**src/rtl/eeprom_pkg.sv**
```systemverilog
package eeprom_pkg;
  localparam logic [3:0] DEV_CODE = 4'b1010;
  localparam int unsigned BYTE_W = 8;

  typedef enum logic [2:0] {
    ST_IDLE, ST_DEV, ST_ADDR, ST_WR, ST_RD, ST_RACK
  } state_e;
endpackage

```
**src/rtl/eeprom_filter.sv**
```systemverilog
module eeprom_filter #(
  parameter int unsigned SYNC = 2
) (
  input  logic clk_i,
  input  logic rst_ni,
  input  logic line_i,
  output logic line_o
);
  logic [SYNC-1:0] sync_q;
  logic [2:0]      hist_q;

  always_ff @(posedge clk_i or negedge rst_ni) begin
    if (!rst_ni) begin
      sync_q <= '1;
      hist_q <= '1;
    end else begin
      sync_q <= {sync_q[SYNC-2:0], line_i};
      hist_q <= {hist_q[1:0], sync_q[SYNC-1]};
    end
  end

  assign line_o = (hist_q[0] & hist_q[1]) | (hist_q[0] & hist_q[2]) | (hist_q[1] & hist_q[2]);
endmodule

```
**src/rtl/eeprom_store.sv**
```systemverilog
module eeprom_store #(
  parameter int unsigned AW = 8,
  parameter int unsigned DW = 8
) (
  input  logic          clk_i,
  input  logic          rst_ni,
  input  logic          we_i,
  input  logic [AW-1:0] waddr_i,
  input  logic [DW-1:0] wdata_i,
  input  logic [AW-1:0] raddr_i,
  output logic [DW-1:0] rdata_o
);
  localparam int unsigned DEPTH = 1 << AW;
  logic [DW-1:0] mem_q [DEPTH];

  always_ff @(posedge clk_i or negedge rst_ni) begin
    if (!rst_ni) begin
      for (int i = 0; i < DEPTH; i++) mem_q[i] <= '0;
    end else if (we_i) begin
      mem_q[waddr_i] <= wdata_i;
    end
  end

  assign rdata_o = mem_q[raddr_i];
endmodule

```
**src/rtl/eeprom_slave.sv**
```systemverilog
module eeprom_slave
  import eeprom_pkg::*;
#(
  parameter int unsigned AW   = 8,  // at most 8
  parameter int unsigned PW   = 3,
  parameter int unsigned SYNC = 2
) (
  input  logic          clk_i,
  input  logic          rst_ni,
  input  logic          scl_i,
  input  logic          sda_i,
  input  logic [2:0]    strap_i,
  input  logic          wp_i,
  input  logic          wr_busy_i,
  output logic          sda_oe_o,
  output logic          wr_req_o,
  output logic [AW-1:0] wr_addr_o,
  output logic [BYTE_W-1:0] wr_data_o
);
  localparam int unsigned PAGE = 1 << PW;
  localparam int unsigned HW   = AW - PW;

  logic [1:0] raw, filt;
  assign raw = {sda_i, scl_i};
  for (genvar g = 0; g < 2; g++) begin : g_line
    eeprom_filter #(.SYNC(SYNC)) u_flt (
      .clk_i(clk_i), .rst_ni(rst_ni), .line_i(raw[g]), .line_o(filt[g])
    );
  end

  logic scl_f, sda_f, scl_q, sda_q;
  logic scl_rise, scl_fall, start_w, stop_w;
  assign scl_f    = filt[0];
  assign sda_f    = filt[1];
  assign scl_rise = scl_f & ~scl_q;
  assign scl_fall = ~scl_f & scl_q;
  assign start_w  = scl_f & scl_q & sda_q & ~sda_f;
  assign stop_w   = scl_f & scl_q & ~sda_q & sda_f;

  state_e              st_q;
  logic                ack_q, rw_q, mack_q, oe_q, commit_q;
  logic [3:0]          cnt_q;
  logic [BYTE_W-1:0]   sh_q, rd_data;
  logic [AW-1:0]       addr_q;
  logic [HW-1:0]       page_q;
  logic [BYTE_W-1:0]   buf_q [PAGE];
  logic [PAGE-1:0]     pend_q;
  logic [PW-1:0]       cidx_q, slot;
  logic                busy_w, dev_hit, clean_end;

  assign slot      = addr_q[PW-1:0];
  assign busy_w    = wr_busy_i | commit_q;
  assign dev_hit   = (sh_q[7:4] == DEV_CODE) && (sh_q[3:1] == strap_i);
  // the STOP's own rising clock adds one bit after the ack slot
  assign clean_end = (st_q == ST_WR) && !ack_q && (cnt_q <= 4'd1);

  assign wr_req_o  = commit_q & pend_q[cidx_q];
  assign wr_addr_o = {page_q, cidx_q};
  assign wr_data_o = buf_q[cidx_q];
  assign sda_oe_o  = oe_q;

  eeprom_store #(.AW(AW), .DW(BYTE_W)) u_store (
    .clk_i(clk_i), .rst_ni(rst_ni), .we_i(wr_req_o), .waddr_i(wr_addr_o),
    .wdata_i(wr_data_o), .raddr_i(addr_q), .rdata_o(rd_data)
  );

  always_ff @(posedge clk_i or negedge rst_ni) begin
    if (!rst_ni) begin
      scl_q <= 1'b1;
      sda_q <= 1'b1;
    end else begin
      scl_q <= scl_f;
      sda_q <= sda_f;
    end
  end

  always_ff @(posedge clk_i or negedge rst_ni) begin
    if (!rst_ni) begin
      st_q <= ST_IDLE; ack_q <= 1'b0; rw_q <= 1'b0; mack_q <= 1'b0; oe_q <= 1'b0;
      commit_q <= 1'b0; cnt_q <= '0; sh_q <= '0; addr_q <= '0; page_q <= '0;
      pend_q <= '0; cidx_q <= '0;
      for (int i = 0; i < PAGE; i++) buf_q[i] <= '0;
    end else begin
      if (commit_q) begin
        cidx_q <= cidx_q + 1'b1;
        if (cidx_q == PW'(PAGE - 1)) begin
          commit_q <= 1'b0;
          pend_q   <= '0;
        end
      end
      if (start_w) begin
        st_q <= ST_DEV; cnt_q <= '0; ack_q <= 1'b0; oe_q <= 1'b0;
        if (!commit_q) pend_q <= '0;
      end else if (stop_w) begin
        st_q <= ST_IDLE; cnt_q <= '0; ack_q <= 1'b0; oe_q <= 1'b0;
        if (clean_end && pend_q != '0 && !wp_i && !commit_q) begin
          commit_q <= 1'b1;
          cidx_q   <= '0;
          page_q   <= addr_q[AW-1:PW];
        end else if (!commit_q) begin
          pend_q <= '0;
        end
      end else if (scl_rise) begin
        unique case (st_q)
          ST_DEV, ST_ADDR, ST_WR: if (!ack_q) begin
            sh_q  <= {sh_q[BYTE_W-2:0], sda_f};
            cnt_q <= cnt_q + 4'd1;
          end
          ST_RD: cnt_q <= cnt_q + 4'd1;
          ST_RACK: begin
            mack_q <= ~sda_f;
            cnt_q  <= cnt_q + 4'd1;
          end
          default: ;
        endcase
      end else if (scl_fall) begin
        unique case (st_q)
          ST_DEV: begin
            if (ack_q) begin
              ack_q <= 1'b0; oe_q <= 1'b0; cnt_q <= '0;
              if (rw_q) begin
                sh_q <= rd_data; oe_q <= ~rd_data[BYTE_W-1]; addr_q <= addr_q + 1'b1;
                st_q <= ST_RD;
              end else begin
                st_q <= ST_ADDR;
              end
            end else if (cnt_q == 4'd8) begin
              if (dev_hit && !busy_w) begin
                ack_q <= 1'b1; oe_q <= 1'b1; rw_q <= sh_q[0];
              end else begin
                st_q <= ST_IDLE;
              end
            end
          end
          ST_ADDR: begin
            if (ack_q) begin
              ack_q <= 1'b0; oe_q <= 1'b0; cnt_q <= '0; st_q <= ST_WR;
            end else if (cnt_q == 4'd8) begin
              addr_q <= sh_q[AW-1:0]; ack_q <= 1'b1; oe_q <= 1'b1;
            end
          end
          ST_WR: begin
            if (ack_q) begin
              ack_q <= 1'b0; oe_q <= 1'b0; cnt_q <= '0;
            end else if (cnt_q == 4'd8) begin
              buf_q[slot]      <= sh_q;
              pend_q[slot]     <= 1'b1;
              addr_q[PW-1:0]   <= slot + 1'b1;
              ack_q <= 1'b1; oe_q <= 1'b1;
            end
          end
          ST_RD: begin
            if (cnt_q == 4'd8) begin
              st_q <= ST_RACK; oe_q <= 1'b0; cnt_q <= '0;
            end else begin
              sh_q <= {sh_q[BYTE_W-2:0], 1'b0};
              oe_q <= ~sh_q[BYTE_W-2];
            end
          end
          ST_RACK: begin
            if (cnt_q != '0) begin
              cnt_q <= '0;
              if (mack_q) begin
                sh_q <= rd_data; oe_q <= ~rd_data[BYTE_W-1]; addr_q <= addr_q + 1'b1;
                st_q <= ST_RD;
              end else begin
                st_q <= ST_IDLE;
              end
            end
          end
          default: ;
        endcase
      end
    end
  end

  // idle slave never pulls the line
  a_r2_idle_quiet: assert property (@(posedge clk_i) disable iff (!rst_ni)
    (st_q == ST_IDLE) |-> !sda_oe_o);
  // page row is frozen while data bytes arrive
  a_r4_page_fixed: assert property (@(posedge clk_i) disable iff (!rst_ni)
    (st_q == ST_WR && $past(st_q) == ST_WR) |-> addr_q[AW-1:PW] == $past(addr_q[AW-1:PW]));
  // no address acknowledge granted while busy
  a_r7_busy_nack: assert property (@(posedge clk_i) disable iff (!rst_ni)
    (st_q == ST_DEV && $rose(ack_q)) |-> !$past(busy_w));
  // each acknowledged read byte advances the full-width counter
  a_r9_seq_step: assert property (@(posedge clk_i) disable iff (!rst_ni)
    (st_q == ST_RD && $past(st_q) == ST_RACK) |-> addr_q == AW'($past(addr_q) + 1));
endmodule

```
**config.mk**
```make
export PLATFORM = sky130hd
export DESIGN_NAME = eeprom_slave
export DESIGN_NICKNAME = d
export VERILOG_FILES = /design/src/rtl/eeprom_pkg.sv /design/src/rtl/eeprom_filter.sv /design/src/rtl/eeprom_store.sv /design/src/rtl/eeprom_slave.sv
export SDC_FILE = /design/constraint.sdc
export NUM_CORES = 2
export LEC_CHECK = 0
export BUFFER_PORTS_ARGS = -buffer_cell sky130_fd_sc_hd__buf_2
export CORE_MARGIN = 5
export CORE_UTILIZATION = 25
export DETAILED_ROUTE_END_ITERATION = 16
export GPL_TIMING_DRIVEN = 0
export MAX_ROUTING_LAYER = met4
export PLACE_DENSITY = 0.39
export SLEW_MARGIN = 20
export SYNTH_ARGS = -nofsm -noshare
export SYNTH_HDL_FRONTEND = slang
export SYNTH_SLANG_ARGS = --single-unit
```
**constraint.sdc**
```tcl
create_clock -name clk_i -period 8.9 [get_ports clk_i]
set_input_delay 1.78 -clock clk_i [delete_from_list [all_inputs] [get_ports clk_i]]
set_output_delay 1.78 -clock clk_i [all_outputs]
set_load 0.02 [all_outputs]
```
# After elaboration in Yosys (flattened, before gate mapping)
# Index checks and enable logic that the tools add are counted.
# word_totals
mem_bits_ro,0
n_memories,0
ramBits,0
latchBits,0
reg_bits,2168
elab_cells,512
output_inout_bits,18
inputBits,9
# op_classes
n_bitwise,34
shift,0
n_reduce_logical,40
multipliers,0
div_mod_pow,0
eq_ne,38
n_addsub,4
mux,103
magnitude_cmp,10
# ops
op,n
bitwise mux 2048 bit,1
two-way mux 8 bit,32
binary-select mux 8 bit (select 8 bit),1
bitwise mux 64 bit,1
demux 8 bit (select 8 bit),1
two-way mux 3 bit,18
two-way mux 4 bit,8
inequality test 5 bit (second input constant),6
two-way mux 1 bit,29
binary-select mux 8 bit (select 3 bit),1
demux 8 bit (select 3 bit),1
case mux 3 bit (4 select lines),2
case mux 8 bit (3 select lines),1
AND reduction 8 bit,3
AND reduction 11 bit,2
nonzero test 4 bit,5
>= comparator 9 bit (second input constant),2
inequality test 2 bit (second input constant),9
inverter 8 -> 9 bit,2
nonzero test 6 bit,3
inequality test 4 bit (second input constant),4
inequality test 3 bit (second input constant),5
case mux 5 bit (3 select lines),1
bitwise AND 1 bit,14
39 further kinds,77

# Depth between registers and ports, before layout
# depth
ltp_word,12
depth_mapped,14
ltp_nobuf,11

# By module
# Synthesis repeated with hierarchy kept, for this count alone.
# unflattened
hier_cells,6549
hier_area_um2,99536.7
# modules_own_cells
module,n_inst,seq_area_each_um2,cells_each,area_each_um2
eeprom_store,1,51249.2,6068,93414.6
eeprom_slave,1,2755.1,469,5836.8
eeprom_filter,2,131.4,6,142.6

# Worst setup path before layout
# Ideal clock, no wire load.
# synth_timing
kind,reg-to-output
from,register cidx_q[0]
to,output wr_data_o[0]
slack_ns,4.574
required_time_ns,7.120
arrival_ns,2.546
path_stages_with_launch,8
path_cell_list,dfrtp_1 > buf_6 > buf_2 > mux4_2 > mux2i_1 > clkbuf_1 > clkbuf_1 > inv_1
# synth_between
elab_chain_cells,4
# synth_lines
element,line_no,source
start: declaration,eeprom_slave.sv:48,"logic [PW-1:0] cidx_q, slot;"
start signal: assignment,eeprom_slave.sv:85,cidx_q <= cidx_q + 1'b1;
inverter 3 -> 4 bit (not written as such),eeprom_slave.sv:59,assign wr_data_o = buf_q[cidx_q];
binary-select mux 8 bit (select 3 bit),eeprom_slave.sv:59,
two-way mux 8 bit (not written as such) (2 in a row),eeprom_slave.sv:59,
end: declaration,eeprom_slave.sv:18,output logic [BYTE_W-1:0] wr_data_o
# No other way between the ends. The select of a mux whose other input is x is not followed.

# Worst setup path in the final report
# layout_timing
from,register addr_q[2]
to,register sh_q[1]
# layout_between
elab_chain_cells,9
elab_cells_between_ends,11
# layout_lines
element,line_no,source
start: declaration,eeprom_slave.sv:44,logic [AW-1:0] addr_q;
start signal: assignment,eeprom_slave.sv:122,sh_q <= rd_data; oe_q <= ~rd_data[BYTE_W-1]; addr_q <= addr_q + 1'b1;
start signal: indexed assignment,eeprom_slave.sv:148,addr_q[PW-1:0] <= slot + 1'b1;
start signal: assignment,eeprom_slave.sv:164,sh_q <= rd_data; oe_q <= ~rd_data[BYTE_W-1]; addr_q <= addr_q + 1'b1;
inverter 8 -> 9 bit (not written as such) (*),eeprom_store.sv:24,assign rdata_o = mem_q[raddr_i];
binary-select mux 8 bit (select 8 bit) (*),eeprom_store.sv:24,
two-way mux 8 bit (not written as such) (*) (2 in a row),eeprom_store.sv:24,
two-way mux 8 bit (on tied branches),"eeprom_slave.sv:163, eeprom_slave.sv:121",
two-way mux 8 bit (on tied branches),"eeprom_slave.sv:161, eeprom_slave.sv:119",
case mux 8 bit (3 select lines) (*),eeprom_slave.sv:117,unique case (st_q)
two-way mux 8 bit (*),eeprom_slave.sv:116,end else if (scl_fall) begin
two-way mux 8 bit (*),eeprom_slave.sv:103,end else if (scl_rise) begin
end signal: assignment,eeprom_slave.sv:106,"sh_q <= {sh_q[BYTE_W-2:0], sda_f};"
end signal: assignment,eeprom_slave.sv:122,
end signal: assignment,eeprom_slave.sv:164,
end: declaration,eeprom_slave.sv:43,"logic [BYTE_W-1:0] sh_q, rd_data;"
# Mark *: on every way between the ends. The rest lies on a longest branch, timed or not. The select of a mux whose other input is x is not followed.
# A chain may end at the register's enable or synchronous reset.

==> results by group <==
Run status
  • Outcome: complete, no violations

Logic synthesis
  • Synth Flop Type: dfrtp_1
  • Top cell type's share of synthesized area: 56.20%
  • Sequential element share of the synthesized area: 56.52%
  • Syn. warnings: 0
  • FFs w/ async S/R, synth: 100.0%
  • Synth Register Bits: 2168
  • Area leader, netlist: dfrtp_1
  • Post-Syn Area: 96010 um2
  • Top cells by count, synth: nor2_1 (2484), a21oi_1 (2282), dfrtp_1 (2156), clkbuf_1 (467), mux2i_1 (360)
  • Number of synthesized flops with an enable pin: 0
  • Count leader, synth: nor2_1
  • Ranking of synthesized cells by area: dfrtp_1 (56%), a21oi_1 (12%), nor2_1 (9.7%), mux2i_1 (3.8%), mux2_2 (2.7%)
  • Library cells used by synthesis: 79
  • Synthesized Nets: slightly below 10000
  • Synth Instances: 9818
  • Mapped Avg Cell Area: roughly 10 um2

Clock network
  • CTS tree: built
  • Root buffer cell: clkbuf_16
  • CTS Buf Count: 276
  • CTS clk-pin slew, worst paths: 0.06 ns
  • Post-CTS Setup Inserts: 0
  • Skew-Pair Late Insertion Delay: 1.02 ns
  • H-tree depth: 5
  • Max clock buf depth: 4
  • Clk sink count: 2168
  • Post-cts resize count: 0
  • CTS Hold Bufs: 0

STA
  • Final-report max-slew violation count: 0
  • Final Hold Vio Count: 0
  • # setup viols final: 0
  • Clock skew: 0.06970 ns
  • Fmax: 112.7 MHz
  • Max_slew headroom: 3.421%
  • Worst-margin pin slew: 1.449 ns
  • RSZ-0062 raised after global routing: no
  • Setup TNS: 0 ns
  • Final period util: between 90% and 100%
  • Post-route minimum period: 8.874 ns

Power and ir drop
  • Net Switching: 0.02060 W
  • Power Internal: 0.01971 W
  • Maximum VDD drop: between 200 and 300 uV
  • Sequential power share: 24.8%
  • Tot Pwr: 0.04031 W
  • Clk pwr share: 29.5%
  • Pwr/cell area: 344.2 nW/um2
  • Lkg Pwr: 53.46 nW
  • Logic pwr share: 45.7%
  • Sw Share: 51.11%

Routing
  • Via-to-Cell Ratio: 6.216
  • Post-DRT Antenna Nets: 0
  • 1st-pass router iterations: 7
  • Drt wl/cell: 50.83 um
  • Routed WL: 807200 um
  • Via count: 98711
  • DRT iter0 DRCs: about 19000
  • Drc violations: 0

Worst setup path
  • Delay-heaviest family, CP: buffers and inverters
  • Critical path's largest stage delay: between 1 and 1.5 ns
  • Setup CP Type: flip-flop to flip-flop
  • Bufs and invs on worst path: 6
  • Most Frequent Cell on Critical Path: buf_2
  • CP Capture Type: flip-flop
  • Worst path required time: 9.64 ns
  • CP Cell Sequence: buf_4 -> buf_2 -> buf_4 -> buf_2 -> buf_2 -> buf_2 -> nand2_1 -> a311oi_1 -> nor3_1 -> o31ai_1
  • Reg2Reg Depth: 10
  • Worst Path Max Fanout: 14
  • Worst EP arrival: 9.61 ns
  • CP max stage cell: buf_2
  • CP Depth: 10
  • Crit path launch type: flip-flop

Placed design
  • RD Place Congestion: 1.081
  • Post-DP Area: approximately 110000 um2
  • Detailed placer's ending HPWL: about 570000 um
  • Port Buffer Count: 26

Floorplan
  • Die height: ~630 um
  • Num ports: 27
  • Core ar.: ~380000 um2
  • Row Count: 227
  • Initial Utilization: 25.09%
  • Chip Width: between 600 and 700 um
  • Die area: 396500 um2

Global routing
  • Initial antenna violation count: 212
  • Gr usage total: 40.46%
  • First-pass GRT wire length: 1005000 um
  • Gr ovfl total: 0
  • Largest net degree at the start of global routing: 135
  • Vias in the first global route: 87439

Worst hold path
  • Worst Hold Class: flip-flop to flip-flop
  • Hold Path Cell Cnt: 0

Finish
  • Final Net Count: 10329
  • Multi-input gate area: 38080 um2
  • FILL cells: 39743
  • Register area: 54270 um2
  • Layout cells sized above 1: 15.15%
  • Area grow syn2layout: 21.98%
  • Final Cell Area: 117100 um2

Run
  • Max cap viols: 0
metrics by stage:
step / cells / util (%) / hold slack, ns / worst slack [ns]
after global placement: 14882 / 26.78 / 0.3491 / -46.08
after detailed placement: 15062 / 27.98 / 0.3476 / 1.038
after CTS: 15545 / 30.37 / 0.3574 / 1.020
after floorplan: 9818 / - / 0.3452 / 4.574
final: 15881 / 30.61 / 0.3554 / 0.02605
after global routing: 15763 / 30.53 / 0.3604 / 1.007
cells by family (layout without fill, tap and decap cells):
| logic type | Yosys count | count (layout) | share of synthesized area, % |
|---|---|---|---|
| adders and majority gates | 13 | 13 | 0.1681 |
| other | 0 | 330 | 0 |
| xor gates and xnor gates | 5 | 5 | 0.05344 |
| muxes | 661 | 661 | 8.058 |
| AOI/OAI and AO/OA | 3221 | 3221 | 19.32 |
| DFF | 2168 | 2168 | 56.52 |
| and+or+nand+nor | 2876 | 2876 | 11.77 |
| buffers and inverters | 874 | 1569 | 4.110 |
area by class of cell:
| class | instances | share of cell area (%) |
|---|---|---|
| Clock inverter | 77 | 0.9306 |
| Clock buffer | 406 | 6.883 |
| Buffer | 851 | 3.691 |
| Inverter | 23 | 0.07372 |
| Timing Repair Buffer | 212 | 3.478 |
| Antenna cell | 330 | 0.7051 |
| Multi-Input combinational cell | 6776 | 32.52 |
| Sequential cell | 2168 | 46.34 |
| Tap cell | 5038 | 5.383 |
layout by cell type, fill, tap and decap left out, types with 13 or more instances in the layout:
master | synthesis | final
a2111oi_0 | 19 | 13
a211o_1 | 14 | 14
a211oi_1 | 37 | 32
a21oi_1 | 2282 | 2281
a221o_1 | 57 | 57
a221oi_1 | 214 | 212
a22o_1 | 32 | 32
a22oi_1 | 109 | 109
a31oi_1 | 33 | 33
buf_12 | 0 | 93
buf_16 | 0 | 67
buf_2 | 268 | 282
buf_4 | 84 | 142
bufinv_16 | 0 | 19
clkbuf_1 | 467 | 349
clkbuf_16 | 0 | 280
clkbuf_2 | 0 | 149
clkbuf_4 | 0 | 38
clkbuf_8 | 0 | 58
clkinv_2 | 0 | 34
dfrtp_1 | 2156 | 2156
diode_2 | 0 | 330
inv_1 | 21 | 21
mux2_2 | 232 | 232
mux2i_1 | 360 | 353
mux4_2 | 66 | 66
nand2_1 | 198 | 184
nand2_2 | 0 | 14
nand3_1 | 56 | 52
nor2_1 | 2484 | 2475
nor2b_1 | 21 | 20
nor3_1 | 27 | 26
o211ai_1 | 33 | 33
o21ai_0 | 205 | 197
o221ai_1 | 33 | 33
o22ai_1 | 39 | 38
o2bb2ai_1 | 16 | 16
power groups by stage:
stage,clock network [W],registers (W),logic [W]
5_1_grt,0.0122,0.00998,0.0166
3_5_place_dp,0,0.0102,0.0163
6_report,0.0119,0.00998,0.0184
3_3_place_gp,0,0.0102,0.0149
2_1_floorplan,0,0.0101,0.00346
4_1_cts,0.0119,0.00998,0.0164
worst register-to-register path, stage by stage (launching register included):
cell	delay, ns
dfrtp_1	0.51
buf_4	0.40
buf_2	1.01
buf_4	1.00
buf_2	1.16
buf_2	1.07
buf_2	0.94
nand2_1	0.67
a311oi_1	0.53
nor3_1	0.24
o31ai_1	1.11
final timing paths:
kind,start,slack [ns],end
max in group asynchronous,rst_ni,4.88,u_store.mem_q[712]$_DFFE_PN0P_
min reg2reg,g_line[0].u_flt.sync_q[1]$_DFF_PN1_,0.36,g_line[0].u_flt.hist_q[0]$_DFF_PN1_
min in group asynchronous,rst_ni,0.83,cnt_q[3]$_DFFE_PN0P_
max reg2reg,addr_q[2]$_DFFE_PN0P_,0.03,sh_q[1]$_DFFE_PN0P_
max,addr_q[2]$_DFFE_PN0P_,0.03,sh_q[1]$_DFFE_PN0P_
min,g_line[0].u_flt.sync_q[1]$_DFF_PN1_,0.36,g_line[0].u_flt.hist_q[0]$_DFF_PN1_
state kept, by name, summed over array words and instances (netlist names), 3 cells and up:
name / cells
cnt_q: 4
addr_q: 8
sh_q: 8
pend_q: 8
page_q: 5
g_line.u_flt.hist_q: 6
g_line.u_flt.sync_q: 4
u_store.mem_q: 2048
st_q: 3
cidx_q: 3
buf_q: 64
routing by layer:
| metal | vias to the layer above | global-route usage [%] | share of wire, % |
|---|---|---|---|
| li1 | 36001 | - | - |
| met1 | 50732 | 47.36 | 37 |
| met2 | 9129 | 51.68 | 39 |
| met3 | 2849 | 19.16 | 14 |
| met4 | 0 | 33.37 | 10 |
| met5 | - | - | 0 |
Power figures use the tool's default switching activity.
